### config.mk
export PLATFORM = sky130hd
export DESIGN_NAME = cat_core
export DESIGN_NICKNAME = d
export VERILOG_FILES = /design/src/rtl/cat_core.sv
export SDC_FILE = /design/constraint.sdc
export NUM_CORES = 2
export LEC_CHECK = 0
export BUFFER_PORTS_ARGS = -buffer_cell sky130_fd_sc_hd__buf_2
export CORE_MARGIN = 8
export CORE_UTILIZATION = 30
export DETAILED_ROUTE_END_ITERATION = 8
export GPL_ROUTABILITY_DRIVEN = 0
export PLACE_DENSITY = 0.48
export SYNTH_ARGS = -nofsm -noshare
export SYNTH_HDL_FRONTEND = slang
export SYNTH_SLANG_ARGS = --single-unit
### constraint.sdc
create_clock -name clk -period 18.68 [get_ports clk]
set_clock_uncertainty 0.15 [all_clocks]
set_input_delay 0.934 -clock clk [delete_from_list [all_inputs] [get_ports clk]]
set_output_delay 0.934 -clock clk [all_outputs]
set_load 0.01 [all_outputs]
### src/rtl/cat_core.sv
module cat_core #(
  parameter logic [31:0] RESET_PC = 32'd256
) (
  input  logic        clk,
  input  logic        rst_n,
  output logic [31:0] imem_addr,
  input  logic [31:0] imem_rdata,
  output logic [31:0] dmem_addr,
  output logic [31:0] dmem_wdata,
  output logic        dmem_we,
  input  logic [31:0] dmem_rdata,
  output logic        halted,
  output logic        retire_valid,
  output logic [31:0] retire_pc,
  output logic [31:0] retire_instr
);
  localparam int NREG = 32;

  logic [31:0] pc_q;
  logic        halted_q;
  logic [31:0] rf [NREG];

  logic [31:0] ins;
  logic [1:0]  cat;
  logic [4:0]  op, rd, rs1, rs2;
  logic [31:0] a, b, imm_i, imm_s, br_off, j_off;
  logic [31:0] next_pc, wb_val;
  logic        wb_en, store, brk, run;
  logic        unused_func3;

  assign ins   = imem_rdata;
  assign cat   = ins[1:0];
  assign op    = ins[6:2];
  assign rd    = ins[11:7];
  assign rs1   = ins[19:15];
  assign rs2   = ins[24:20];
  assign unused_func3 = ^ins[14:12];

  assign a      = (rs1 == 5'd0) ? 32'd0 : rf[rs1];
  assign b      = (rs2 == 5'd0) ? 32'd0 : rf[rs2];
  assign imm_i  = {{20{ins[31]}}, ins[31:20]};
  assign imm_s  = {{20{ins[31]}}, ins[31:25], ins[11:7]};
  assign br_off = {{19{ins[31]}}, ins[31:25], ins[11:7], 1'b0};
  assign j_off  = {{11{ins[31]}}, ins[31:12], 1'b0};

  assign run = rst_n && !halted_q;

  always_comb begin
    next_pc = pc_q + 32'd4;
    wb_en   = 1'b0;
    wb_val  = 32'd0;
    store   = 1'b0;
    brk     = 1'b0;
    case (cat)
      2'b00: case (op)
        5'd0: if (a == b) next_pc = pc_q + br_off;
        5'd1: if (a != b) next_pc = pc_q + br_off;
        5'd2: if ($signed(a) < $signed(b)) next_pc = pc_q + br_off;
        5'd3: store = 1'b1;
        default: ;
      endcase
      2'b01: begin
        wb_en = 1'b1;
        case (op)
          5'd0: wb_val = a + b;
          5'd1: wb_val = a - b;
          5'd2: wb_val = a & b;
          5'd3: wb_val = a | b;
          default: wb_en = 1'b0;
        endcase
      end
      2'b10: begin
        wb_en = 1'b1;
        case (op)
          5'd0: wb_val = a + imm_i;
          5'd1: wb_val = a & imm_i;
          5'd2: wb_val = a | imm_i;
          5'd3: wb_val = a << imm_i[4:0];
          5'd4: wb_val = $signed(a) >>> imm_i[4:0];
          5'd5: wb_val = dmem_rdata;
          default: wb_en = 1'b0;
        endcase
      end
      default: case (op)
        5'd0: begin
          wb_en   = 1'b1;
          wb_val  = pc_q + 32'd4;
          next_pc = pc_q + j_off;
        end
        5'd31: begin
          brk     = 1'b1;
          next_pc = pc_q;
        end
        default: ;
      endcase
    endcase
  end

  assign imem_addr    = pc_q;
  assign dmem_addr    = a + ((cat == 2'b00) ? imm_s : imm_i);
  assign dmem_wdata   = b;
  assign dmem_we      = run && store;
  assign halted       = halted_q;
  assign retire_valid = run;
  assign retire_pc    = pc_q;
  assign retire_instr = ins;

  always_ff @(posedge clk) begin
    if (!rst_n) begin
      pc_q     <= RESET_PC;
      halted_q <= 1'b0;
      for (int i = 0; i < NREG; i++) rf[i] <= 32'd0;
    end else if (run) begin
      pc_q     <= next_pc;
      halted_q <= brk;
      if (wb_en && rd != 5'd0) rf[rd] <= wb_val;
    end
  end

  AST_BREAK_HALTS: assert property (@(posedge clk) disable iff (!rst_n)
    (retire_valid && retire_instr[1:0] == 2'b11 && retire_instr[6:2] == 5'd31) |=> halted);
  AST_HALT_STICKY: assert property (@(posedge clk) disable iff (!rst_n)
    halted |=> halted);
  AST_PC_FROZEN: assert property (@(posedge clk) disable iff (!rst_n)
    halted |=> $stable(imem_addr));
  AST_NO_STORE_HALTED: assert property (@(posedge clk) disable iff (!rst_n)
    halted |-> (!dmem_we && !retire_valid));
  AST_SEQ_ALU: assert property (@(posedge clk) disable iff (!rst_n)
    (retire_valid && retire_instr[1:0] == 2'b01) |=> (retire_pc == $past(retire_pc) + 32'd4));
  AST_PC_ALIGNED: assert property (@(posedge clk) disable iff (!rst_n)
    imem_addr[1:0] == 2'b00);
endmodule

==> flow_summary_export.csv <==
group,metric,value,unit
outcome,outcome,"complete, no violations",
synth,netlist_instances,6589,
layout,final_nets,6821,
critical_path,crit_path_max_incr_delay,1.20,ns
sta,grt_setup_unrepaired,"no",
die,std_cell_rows,179,
die,ios,229,
synth,synthDistinctLibCells,99,
global_route,grt_use_total,0.265,
synth,synthAdderAreaFrac,0.0401,
routing,drc_errors,0,
critical_path,cpLargestDelayFamily,"compound AO/OA/AOI/OAI gates",
synth,synth_warnings,0,
global_route,grt_max_degree,91,
synth,synth_compound_area_frac,0.129,
critical_path,critical_path_class,"in -> reg",
critical_path,reg2reg_slack,10.79,ns
die,dieArea,0.254,sq mm
global_route,use_met3,0.0720,
critical_path,worst-path-max-fanout,33,
synth,synth_flop_cell,"edfxtp_1",
clock_network,cts_resized,0,
synth,synth_mux_area_frac,0.187,
sta,hold_ws,0.474,ns
die,die_h,504,um
clock_network,clkTransAtPathRegs,0.07,ns
hold_path,hold_path_startpoint,"imem_addr[23]",
flow_run,drv_cap,0,
layout,fillers,23900,
placement,portBuffers,226,
die,start_util,0.301,
sta,timing.setup.tns,0,ns
global_route,busiest_layer,"met2",
clock_network,clkSinkCount,1055,
layout,final_common_cell,"nor2_1",
synth,syn-cell-area,0.0715,sq mm
routing,vias,61900,
clock_network,tritoncts,"done",
clock_network,htree_levels,3,
critical_path,critPathBufInv,4,
die,coreArea,0.237,sq mm
sta,min_period,9.46,ns
layout,drive_gt1_frac,0.194,
global_route,antenna_found_initial,18,
critical_path,cp_slowest_cell,"nor2b_1",
synth,synth.avg_cell_area,10.8,sq um
critical_path,worstPathCellList,"buf_6 -> buf_4 -> nor2b_1 -> a22oi_1 -> a21oi_1 -> or4_1 -> nor2_1 -> buf_4 -> inv_1 -> ha_1 -> nand2_1 -> nor3_1 -> and4_1 -> o21ai_0 -> a2111oi_0 -> nor2_1 -> o41ai_1 -> xnor2_1 -> a211oi_1 -> o221a_2 -> nor2_1",
global_route,grt_pass1_vias,59300,
clock_network,cts-root-buf,"clkbuf_16",
synth,synthArstFlopShare,0,
clock_network,cts_buffers,121,
routing,vias_per_cell,6.31,
synth,synthSimpleGateAreaFrac,0.132,
routing,drt_iter0_drc,9909,
critical_path,r2r-start,"rf[3][24]",
global_route,globalRouteMet2Util,0.401,
hold_path,min_path_type,"reg -> reg",
clock_network,ctsLongestPathBuffers,3,
power,ir_drop,0.0844,mV
critical_path,cpMostUsedCell,"nor2_1",
critical_path,crit_arrival,9.80,ns
power,cellPowerDensity,89.1,mW/mm^2
critical_path,end_kind,"flip-flop",
layout,final_cell_mix,"nor2_1, edfxtp_1, mux4_2",
critical_path,cp-start-kind,"input pin",
critical_path,r2r_end,"rf[9][31]",
die,die_w,504,um
sta,max_slew_margin,0.0311,
global_route,grt_pass1_wl,485,mm
critical_path,r2r_cells,18,
sta,slew_viol_final,0,
synth,synth_xor_area_frac,0.0196,
synth,synth_top_family_by_area,"multiplexers",
clock_network,clk_latency,0.78,ns
routing,drt-total-wl,355,mm
placement,hpwl,236,mm
hold_path,hold_end,"imem_addr[23]",
clock_network,ctsHoldBuffers,0,
global_route,use_met1,0.342,
layout,area_growth,11.7,%
critical_path,required,19.02,ns
synth,synth_enable_flop_cells,1023,
sta,clock.fmax,0.106,GHz
synth,ys_seq_elements,1055,
sta,hold_viol,0,
sta,setup_violations,0,
synth,ys_seq_area_frac,0.439,
hold_path,whs_path_depth,2,
sta,worstMarginPinSlew,1.45,ns
sta,period_share,0.506,
power,power,7.11,mW
routing,wl_per_cell,36.2,um
power,p_leak,28.3,nW
routing,drtAntennaViolNets,0,
global_route,grt_remaining_overflow,0,
routing,drt_pass1_iterations,9,
clock_network,postCtsSetupBuffers,0,
## synth_stat cells, drive strengths merged (42+ instances only)
cell type  count  share of area
inv          172         0.0090
or3           42         0.0037
nand3         85         0.0060
xnor2        109          0.013
o22ai         75         0.0066
a21oi        359          0.025
buf          262          0.023
edfxtp      1023           0.43
mux2i        303          0.042
o21bai        44         0.0046
mux4         442           0.14
a21o          73         0.0077
ha           218          0.038
a22oi         74         0.0078
a221oi        84          0.010
xor2          51         0.0062
a211oi        54         0.0058
nor3         120         0.0085
nor2        1264          0.068
clkbuf       388          0.020
o21ai        221          0.015
o211ai        45         0.0047
nand2        382          0.020
## worst min-delay path, cell delays in order (launching register included)
cell and delay, ns:
dfxtp_1 0.38, a21oi_1 0.15, a21oi_1 0.05
## per-layer routing
metal,vias to the layer above,wire length (um)
li1,24700,-
met1,31500,134000
met2,4736,153000
met3,1009,42800
met4,14,24900
met5,-,91
## flip-flops by register name, summed over array words and instances, names as in the netlist
name and cells:
halted 1, imem_addr 31, rf 1023
## through the flow
step	cell area, sq um	cells	utilization	setup slack [ns]
global route	79800	9800	0.336	8.95
finish	79800	9807	0.336	9.22
floorplan	71600	6621	-	10.33
detailed placement	75900	9575	0.320	8.84
global placement	75900	9575	0.320	8.88
CTS	79800	9797	0.336	9.51
## where the power goes
part / switching, mW / internal, mW
Sequential: 0.0738 / 2.69
Clock: 1.05 / 1.39
Combinational: 1.29 / 0.622
## worst max-delay path by stage
stage / start / to / slack (ns) / depth (start not counted)
3_5_place_dp: imem_rdata[20] / rf[30][18] / 8.84 / 23
3_3_place_gp: imem_rdata[20] / rf[12][18] / 8.88 / 23
5_1_grt: imem_rdata[20] / imem_addr[12] / 8.95 / 24
6_report: imem_rdata[15] / rf[27][28] / 9.22 / 21
4_1_cts: imem_rdata[16] / dmem_addr[28] / 9.51 / 20
2_1_floorplan: imem_rdata[21] / rf[1][30] / 10.33 / 30
## final cells by class
type | count | area (sq um) | share of cell area
repair buffers | 437 | 2840 | 0.0355
well taps | 3167 | 3960 | 0.0496
inverters | 174 | 659 | 0.00826
multi-input cells | 4742 | 37100 | 0.464
clock buffers | 142 | 3170 | 0.0397
flip-flops and latches | 1055 | 31400 | 0.393
diodes | 10 | 25.0 | 0.000313
clock inverters | 80 | 776 | 0.00972
## cell families after synthesis
kind of cell / count (synthesis)
AND/OR/NAND/NOR: 2170
AO/OA/AOI/OAI: 1374
flip-flops: 1055
buffers and inverters: 824
multiplexers: 779
adder cells (fa/ha/maj): 226
XOR/XNOR: 160
other: 1
No activity file was read; power rests on OpenSTA's default activity.
